$ cat src/rtl/wdt_pkg.sv
package wdt_pkg;
    typedef enum logic {
        ARM_STOP = 1'b0,
        ARM_GO   = 1'b1
    } arm_cmd_e;

    // The count is about to run out when a tick finds it at one or zero.
    function automatic logic wdt_last_unit(input logic [31:0] cnt);
        return cnt <= 32'd1;
    endfunction
endpackage

$ cat src/rtl/wdt_countdown.sv
module wdt_countdown #(
    parameter int DEPTH_W = 7
) (
    input  logic               clk,
    input  logic               rst_n,
    input  logic               tick,
    input  logic               arm_we,
    input  logic               arm_wdata,
    input  logic [DEPTH_W-1:0] depth_in,
    output logic               running,
    output logic               expired,
    output logic [DEPTH_W-1:0] count,
    output logic               expire_now,
    output logic               stepless_clr
);
    import wdt_pkg::*;

    typedef struct packed {
        logic               run;
        logic               flag;
        logic [DEPTH_W-1:0] cnt;
        logic               clr;
    } cd_state_t;

    cd_state_t st_d, st_q;

    always_comb begin
        st_d       = st_q;
        st_d.clr   = 1'b0;
        expire_now = 1'b0;
        if (arm_we) begin
            if (arm_wdata == ARM_GO) begin
                st_d.run  = 1'b1;
                st_d.cnt  = depth_in;
                st_d.flag = 1'b0;
            end else begin
                st_d.run = 1'b0;
            end
        end else if (st_q.run && tick) begin
            if (wdt_last_unit(32'(st_q.cnt))) begin
                expire_now = 1'b1;
                st_d.run   = 1'b0;
                st_d.cnt   = '0;
                st_d.flag  = 1'b1;
                st_d.clr   = 1'b1;
            end else begin
                st_d.cnt = st_q.cnt - 1'b1;
            end
        end
    end

    always_ff @(posedge clk or negedge rst_n) begin
        if (!rst_n) st_q <= '0;
        else        st_q <= st_d;
    end

    assign running      = st_q.run;
    assign expired      = st_q.flag;
    assign count        = st_q.cnt;
    assign stepless_clr = st_q.clr;
endmodule

$ cat src/rtl/wdt_pulse.sv
module wdt_pulse #(
    parameter int PULSE_TICKS = 1
) (
    input  logic clk,
    input  logic rst_n,
    input  logic tick,
    input  logic start,
    output logic pull_low
);
    localparam int PW_W = $clog2(PULSE_TICKS + 1);

    typedef struct packed {
        logic [PW_W-1:0] left;
    } pl_state_t;

    pl_state_t st_d, st_q;

    always_comb begin
        st_d = st_q;
        if (start)                         st_d.left = PW_W'(PULSE_TICKS);
        else if (tick && st_q.left != '0)  st_d.left = st_q.left - 1'b1;
    end

    always_ff @(posedge clk or negedge rst_n) begin
        if (!rst_n) st_q <= '0;
        else        st_q <= st_d;
    end

    assign pull_low = (st_q.left != '0);
endmodule

$ cat src/rtl/wdt_recover.sv
module wdt_recover #(
    parameter int CODE_W = 5
) (
    input  logic              clk,
    input  logic              rst_n,
    input  logic              start,
    input  logic              safe_sel,
    input  logic [CODE_W-1:0] safe_code,
    input  logic [CODE_W-1:0] strap_code,
    output logic              fsel_load,
    output logic [CODE_W-1:0] fsel_code
);
    typedef struct packed {
        logic              load;
        logic [CODE_W-1:0] code;
    } rc_state_t;

    rc_state_t st_d, st_q;

    always_comb begin
        st_d      = st_q;
        st_d.load = start;
        if (start) st_d.code = safe_sel ? safe_code : strap_code;
    end

    always_ff @(posedge clk or negedge rst_n) begin
        if (!rst_n) st_q <= '0;
        else        st_q <= st_d;
    end

    assign fsel_load = st_q.load;
    assign fsel_code = st_q.code;
endmodule

$ cat src/rtl/clk_wdog_guard.sv
module clk_wdog_guard #(
    parameter int DEPTH_W     = 7,
    parameter int CODE_W      = 5,
    parameter int PULSE_TICKS = 1
) (
    input  logic               clk,
    input  logic               rst_n,
    input  logic               tick,
    input  logic               arm_we,
    input  logic               arm_wdata,
    input  logic [DEPTH_W-1:0] depth_in,
    input  logic [CODE_W-1:0]  safe_code,
    input  logic               safe_sel,
    input  logic [CODE_W-1:0]  strap_code,
    output logic               rst_pull_low,
    output logic [DEPTH_W-1:0] cnt_view,
    output logic               wd_running,
    output logic               wd_expired,
    output logic [CODE_W-1:0]  fsel_code,
    output logic               fsel_load,
    output logic               stepless_clr
);
    logic [DEPTH_W-1:0] live_cnt;
    logic               fire;

    wdt_countdown #(.DEPTH_W(DEPTH_W)) u_cnt (
        .clk(clk), .rst_n(rst_n), .tick(tick),
        .arm_we(arm_we), .arm_wdata(arm_wdata), .depth_in(depth_in),
        .running(wd_running), .expired(wd_expired), .count(live_cnt),
        .expire_now(fire), .stepless_clr(stepless_clr)
    );

    wdt_pulse #(.PULSE_TICKS(PULSE_TICKS)) u_pulse (
        .clk(clk), .rst_n(rst_n), .tick(tick), .start(fire),
        .pull_low(rst_pull_low)
    );

    wdt_recover #(.CODE_W(CODE_W)) u_rec (
        .clk(clk), .rst_n(rst_n), .start(fire),
        .safe_sel(safe_sel), .safe_code(safe_code), .strap_code(strap_code),
        .fsel_load(fsel_load), .fsel_code(fsel_code)
    );

    assign cnt_view = wd_running ? live_cnt : depth_in;
endmodule

$ cat config.mk
export PLATFORM = sky130hd
export DESIGN_NAME = clk_wdog_guard
export DESIGN_NICKNAME = d
export VERILOG_FILES = /design/src/rtl/wdt_pkg.sv /design/src/rtl/wdt_countdown.sv /design/src/rtl/wdt_pulse.sv /design/src/rtl/wdt_recover.sv /design/src/rtl/clk_wdog_guard.sv
export SDC_FILE = /design/constraint.sdc
export NUM_CORES = 1
export LEC_CHECK = 0
export BUFFER_PORTS_ARGS = -buffer_cell sky130_fd_sc_hd__buf_2
export CORE_MARGIN = 1
export CORE_UTILIZATION = 35
export DETAILED_ROUTE_END_ITERATION = 7
export GPL_ROUTABILITY_DRIVEN = 0
export HOLD_SLACK_MARGIN = 0.08
export PLACE_DENSITY = 0.66
export SLEW_MARGIN = 20
export SYNTH_ARGS = -nofsm -noshare
export SYNTH_HDL_FRONTEND = slang
export SYNTH_SLANG_ARGS = --single-unit
$ cat constraint.sdc
create_clock -name clk -period 5.3 [get_ports clk]
set_clock_uncertainty 0.1 [all_clocks]
set_input_delay 1.06 -clock clk [delete_from_list [all_inputs] [get_ports clk]]
set_output_delay 1.06 -clock clk [all_outputs]
set_load 0.05 [all_outputs]
== After elaboration in Yosys (flattened, before gate mapping) ==
Index checks and enable logic that the tools add are counted.
Word-level totals
  bits in registers: 17
  word-level logic and storage cells: 33
  output and inout bits: 17
  bits of input ports: 23
Operators by class
  equal/unequal tests: 1
  reduce and logical (&&, ||, !) cells: 8
  mux-type cells: 14
  $add $sub $neg: 2
  order comparisons: 1
Operator list (number)
  $mux W7: 2
  $mux W10: 1
  $mux W9: 1
  $mux W8: 1
  $le A7 B1 Y1 const B: 1
  $mux W1: 7
  $sub A7 B1 Y7 const B: 1
  $reduce_bool A2 Y1: 3
  $mux W5: 1
  $reduce_and A2 Y1: 2
  $reduce_and A3 Y1: 1
  $logic_and A1 B1 Y1: 2
  $mux W2: 1
  $ne A2 B1 Y1 const B: 1
  $sub A1 B1 Y1 const B: 1

== Logic depth before layout (Yosys ltp) ==
Gate-level depths: netlist of run 1.
  depth after elaboration: 5
  gate-level depth with buffers: 7
  depth with buffers taken out: 6

== By module ==
A second synthesis of run 1 with hierarchy kept.
Unflattened totals
  cells, all modules: 96
  area, all modules: 1004.7 µm²
Modules (own cells, without submodules)
  wdt_countdown: seq. area each 250.2 µm², area an instance 591.8 µm², times used 1, cells each 62
  wdt_recover: seq. area each 150.1 µm², area an instance 260.2 µm², times used 1, cells each 23
  clk_wdog_guard: seq. area each 0.0 µm², area an instance 116.4 µm², times used 1, cells each 8
  wdt_pulse: seq. area each 25.0 µm², area an instance 36.3 µm², times used 1, cells each 3

== Worst setup path after synthesis of run 1 ==
No wires, ideal clock.
  kind: input to output
  start point: in depth_in[0]
  end point: out cnt_view[0]
  stages on the path: 1
  arrival time: 1431 ps
  buffers on the path: 0
  required time: 4140 ps
  slack: 2709 ps
  cell sequence: mux2_2
Between the ends
  longest elaborated chain between the ends: 1
RTL lines
  start, declared: line clk_wdog_guard.sv:11  | input logic [DEPTH_W-1:0] depth_in,
  $mux W7: line clk_wdog_guard.sv:44  | assign cnt_view = wd_running ? live_cnt : depth_in;
  end, declared: line clk_wdog_guard.sv:16  | output logic [DEPTH_W-1:0] cnt_view,
Every way passes these cells.

== Worst setup path after layout of run 1 ==
Same ends and word-level chain as after synthesis.

==> impl_metrics.json, run 1 <==
{
  "drc": 0,
  "layout-drive-gt1-share_pct": 43.28,
  "postCtsResizedCells": 0,
  "status": "finished, final reports clean",
  "maxCapViolations": 0,
  "antenna_found_initial": 0,
  "hold_buffers": 0,
  "clk_pin_slew_ps": 100,
  "ioPinCount": 40,
  "place_hpwl_mm": 1.599,
  "grt_pass1_wl_mm": 3.263,
  "crit_path_start_kind": "input port",
  "ys_seq_area_share_pct": 40.92,
  "synthArstFlopShare_pct": 100.0,
  "core-area_um2": 2567,
  "max_slew_margin_pct": 54.51,
  "crit_type": "input port to output pin",
  "port_buffers": 39,
  "crit_arrival_ps": 1630,
  "rsz0062_at_grt": "no",
  "min_period_over_period_pct": 52.70,
  "die_w_um": 54.87,
  "initialDrtViolationCount": 9,
  "seqCellArea_um2": 400.4,
  "die_h_um": 54.87,
  "max_freq_mhz": 358.0,
  "nFillCells": 255,
  "cp.required_ps": 4140,
  "cts_buffers": 3,
  "rr_startpoint": "u_cnt.count[3]",
  "placed_cells": 160,
  "synthFlopType": "dfrtp_1",
  "synth-seq-cells": 16,
  "drv_slew": 0,
  "yosysTopAreaCell": "dfrtp_1",
  "syn_inst": 95,
  "drtAntennaViolNets": 0,
  "die_area_um2": 3011,
  "drt_first_pass_iters": 4,
  "ys_warn_count": 0,
  "min_from": "u_cnt.expired",
  "vias": 849,
  "avgSynthCellArea_um2": 10.30,
  "n_antenna_cell": 0,
  "setup_tns_ps": 0,
  "crit_path_end_kind": "output pin",
  "synth_edf_count": 0,
  "netlist_area_um2": 978.4,
  "clockRootBuffer": "clkbuf_4",
  "startpoint": "depth_in[0]",
  "hold_class": "flop to flop",
  "rows": 18,
  "cts_tree": "built",
  "cellLeakagePower_uw": 0.0006091,
  "synth_area_leaders": "dfrtp_1 (41%), mux2i_1 (8.2%), mux2_2 (8.1%), a21oi_1 (3.6%), nor2_1 (3.5%)",
  "netlist.area_leader.share_pct": 40.92,
  "peakVddDrop_mv": 0.1550,
  "syn2layout_area_growth_pct": 23.40,
  "period_minus_slack_ps": 2793,
  "clock_latency_ps": 290,
  "totalWireLength_mm": 2.053,
  "placed_area_um2": 1171,
  "clock_sinks": 16,
  "synthDistinctLibCells": 32,
  "cts_setup_buffers": 0,
  "yosysMostFrequentCell": "dfrtp_1",
  "fin_cells": 164,
  "grt-ovfl-total": 0,
  "crit_fanout": 2,
  "setup_viol": 0,
  "multi_input_area_um2": 519.2,
  "wl_per_cell_um": 12.52,
  "tightest_slew_ps": 677.3,
  "synth_nets": 120,
  "fin_nets": 160,
  "via_per_inst": 5.177,
  "grt_pass1_vias": 763,
  "clock_path_buffers": 2,
  "h-tree-depth": 1,
  "synthTopCellsByCount": "dfrtp_1 (16), nor2_1 (9), mux2i_1 (8), a21oi_1 (7), mux2_2 (7)",
  "final_area_um2": 1207,
  "grt.total_usage_pct": 15.05,
  "hold_viol": 0,
  "initial_core_util_pct": 38.11,
  "power.density_nw_per_um2": 323.7,
  "grt_max_degree": 17
}
-- layer usage --
layer	global-route usage [%]	routed length, µm	vias to the layer above	share of wire, %
li1	-	-	421	-
met1	18.01	906	398	44
met2	27.11	1016	28	49
met3	2.778	116	2	5.7
met4	3.846	14	0	0.68
met5	0	0	-	0
-- cell usage in the layout, fill, tap and decap left out, types with 2 or more instances in the layout --
| cell | synthesis | routed |
|---|---|---|
| o22ai_1 | 3 | 3 |
| nor2_1 | 9 | 9 |
| a21oi_1 | 7 | 7 |
| a21oi_2 | 2 | 2 |
| nand3_1 | 2 | 2 |
| inv_1 | 5 | 5 |
| xor2_1 | 3 | 3 |
| dfrtp_1 | 16 | 16 |
| nand2_1 | 3 | 3 |
| ha_1 | 2 | 2 |
| buf_2 | 0 | 39 |
| nor3_1 | 5 | 5 |
| o21ai_0 | 4 | 4 |
| clkbuf_4 | 0 | 3 |
| mux2_2 | 7 | 7 |
| mux2i_1 | 8 | 8 |
-- logic make-up (layout without fill, tap and decap cells) --
group           after synthesis  after routing  synth area share (%)
simple gates                 29             29                 17.90
buf+inv                       9             48                 6.010
flops                        16             16                 40.92
compound gates               21             21                 13.68
fa+ha+maj                     2              2                 2.557
xor+xnor                      3              3                 2.686
mux                          15             15                 16.24
-- cell type report --
cell class | instances | area share (%)
Tap cell | 30 | 3.109
Sequential cell | 16 | 33.16
Inverter | 5 | 1.554
Timing Repair Buffer | 39 | 16.17
Clock buffer | 4 | 3.005
Multi-Input combinational cell | 70 | 43.01
-- worst paths after layout --
check	to	slack (ps)	cells after the start
hold reg to reg	u_cnt.expired	410	1
min in group asynchronous	u_cnt.expired	560	1
setup / recovery	cnt_view[0]	2510	3
max in group asynchronous	u_rec.fsel_code[4]	4280	1
setup reg to reg	u_rec.fsel_code[0]	3250	4
hold / removal	u_cnt.expired	410	1
-- through the flow --
stage	setup WS [ps]	util (%)	hold slack [ps]	power, µW
2_1_floorplan	2709	-	457.3	275.1
3_3_place_gp	2507	45.61	371.0	308.5
3_5_place_dp	2515	45.61	395.0	311.1
4_1_cts	2509	47.03	417.8	393.9
5_1_grt	2493	47.03	445.7	414.0
6_report	2507	47.03	406.1	390.8
-- registers in the layout, summed over array words and instances, names as in the netlist --
| name | flops |
|---|---|
| u_cnt.count | 7 |
| u_rec.fsel_code | 5 |
| u_cnt.expired | 1 |
| u_cnt.running | 1 |
| u_cnt.stepless_clr | 1 |
| u_pulse.pull_low | 1 |
-- critical path: stages --
cell    delay (ps)
buf_2          110
mux2_2         260
buf_2          210
-- power breakdown --
group	internal, µW	switching (µW)	total [µW]
combinational	50.4	93.9	144
sequential	139	24.5	163
clock	41.8	41.5	83.4
total	231	160	391
No activity file was read; power rests on OpenSTA's default activity.
==> run 2, diff against run 1 <==
==> constraint.sdc (replaced) <==
create_clock -name clk -period 2.67 [get_ports clk]
set_clock_uncertainty 0.1 [all_clocks]
set_input_delay 0.534 -clock clk [delete_from_list [all_inputs] [get_ports clk]]
set_output_delay 0.534 -clock clk [all_outputs]
set_load 0.05 [all_outputs]
==> impl_metrics.json, run 2 (same netlist as run 1, synthesis figures left out) <==
{
  "status": "finished, final reports clean",
  "syn2layout_area_growth_pct": 24.42,
  "cts_tree": "built",
  "grt_pass1_wl_mm": 3.270,
  "grt_max_degree": 17,
  "crit_type": "flop to output pin",
  "cellLeakagePower_uw": 0.0006133,
  "final_cell_mix": "buf_2 (39), dfrtp_1 (16), nor2_1 (9), mux2i_1 (8)",
  "initial_core_util_pct": 38.11,
  "period_minus_slack_ps": 2115,
  "ioPinCount": 40,
  "setup_viol": 0,
  "final_common_cell": "buf_2",
  "core-area_um2": 2567,
  "fin_nets": 161,
  "rr_startpoint": "u_cnt.count[3]",
  "r2r_setup_slack_ps": 620,
  "worst_path_largest_cell_delay_ps": 600,
  "tightest_slew_ps": 660.1,
  "drv_slew": 0,
  "n_antenna_cell": 0,
  "clock_path_buffers": 2,
  "startpoint": "u_cnt.running",
  "cp.required_ps": 2040,
  "peakVddDrop_mv": 0.4990,
  "grt_pass1_vias": 745,
  "die_h_um": 54.87,
  "rsz0062_at_grt": "no",
  "place_hpwl_mm": 1.682,
  "rows": 18,
  "crit_fanout": 10,
  "die_w_um": 54.87,
  "crit_path_start_kind": "flop",
  "met1_usage_pct": 19.12,
  "wl_per_cell_um": 12.65,
  "rr_endpoint": "u_rec.fsel_code[2]",
  "via_per_inst": 5.206,
  "cts_buffers": 3,
  "reg2reg_depth": 4,
  "grt-ovfl-total": 0,
  "clk_pin_slew_ps": 100,
  "whs_ps": 380.5,
  "drtAntennaViolNets": 0,
  "layout-drive-gt1-share_pct": 42.96,
  "port_buffers": 39,
  "setup_tns_ps": 0,
  "initialDrtViolationCount": 9,
  "h-tree-depth": 1,
  "grtUsageMet3_pct": 4.167,
  "clock_sinks": 16,
  "largest_reg_flops": 7,
  "critPathCapture": "cnt_view[0]",
  "clockRootBuffer": "clkbuf_4",
  "crit_chain": "mux2_2, buf_2",
  "drt_first_pass_iters": 4,
  "clock_latency_ps": 290,
  "multi_input_area_um2": 519.2,
  "vias": 859,
  "power.density_nw_per_um2": 636.1,
  "nFillCells": 259,
  "cts_setup_buffers": 0,
  "top_usage_layer": "met2",
  "hold_class": "input port to flop",
  "antenna_found_initial": 0,
  "crit_path_end_kind": "output pin",
  "crit_arrival_ps": 1480,
  "die_area_um2": 3011,
  "totalWireLength_mm": 2.087,
  "crit_slowest_cell": "dfrtp_1",
  "min_period_over_period_pct": 79.21,
  "grt.total_usage_pct": 15.14,
  "drc": 0,
  "hold_viol": 0,
  "max_freq_mhz": 472.8,
  "seqCellArea_um2": 400.4,
  "max_slew_margin_pct": 55.67,
  "maxCapViolations": 0,
  "use_met2_pct": 26.31
}
[run 2: changes by cell type in the layout (fill, tap and decap cells not counted)]
cell,before,now
dlygate4sd3_1,0,1
[run 2: area by class of cell]
class,count,area share (%)
Multi-Input combinational cell,70,42.65
Inverter,5,1.542
Tap cell,30,3.083
Sequential cell,16,32.89
Timing Repair Buffer,40,16.86
Clock buffer,4,2.980
[run 2: report_power, final]
group / internal [µW] / switching [µW] / total, µW
combinational: 101 / 188 / 290
clock: 83.0 / 77.4 / 160
sequential: 275 / 49.0 / 324
total: 460 / 315 / 774
[run 2: per-stage QoR]
stage,area (µm²),worst slack [ps],instances,utilization [%],total power [µW]
final,1217,555.0,165,47.42,774.4
after global routing,1217,431.1,165,47.42,823.7
after CTS,1217,542.8,165,47.42,782.7
after detailed placement,1171,550.4,160,45.61,619.1
after global placement,1171,645.9,160,45.61,613.0
after floorplan,978.4,704.4,95,-,546.0
[run 2: worst min path at each step]
stage,end,slack (ps),startpoint,cells past startpoint
2_1_floorplan,u_cnt.count[0],140,rst_n,0
3_3_place_gp,u_cnt.count[6],370,rst_n,1
3_5_place_dp,u_cnt.count[6],370,rst_n,1
4_1_cts,u_pulse.pull_low,380,tick,2
5_1_grt,u_pulse.pull_low,390,tick,2
6_report,u_pulse.pull_low,380,tick,2
[run 2: repair_timing]
item,in CTS,in global routing
endpoints found under the hold margin,16,0
hold buffers,1,0
resized for setup,0,0
[run 2: worst max-delay path: cells and delay by family, from the launching register on]
kind                   cells  cell delay (ps)
buffers and inverters      1              210
DFF                        1              600
muxes                      1              390
[run 2: layer usage]
metal  part of all wire (%)  up-vias
met5                      0        -
met3                    6.6        0
met2                     49       29
li1                       -      423
met4                      0        0
met1                     45      407
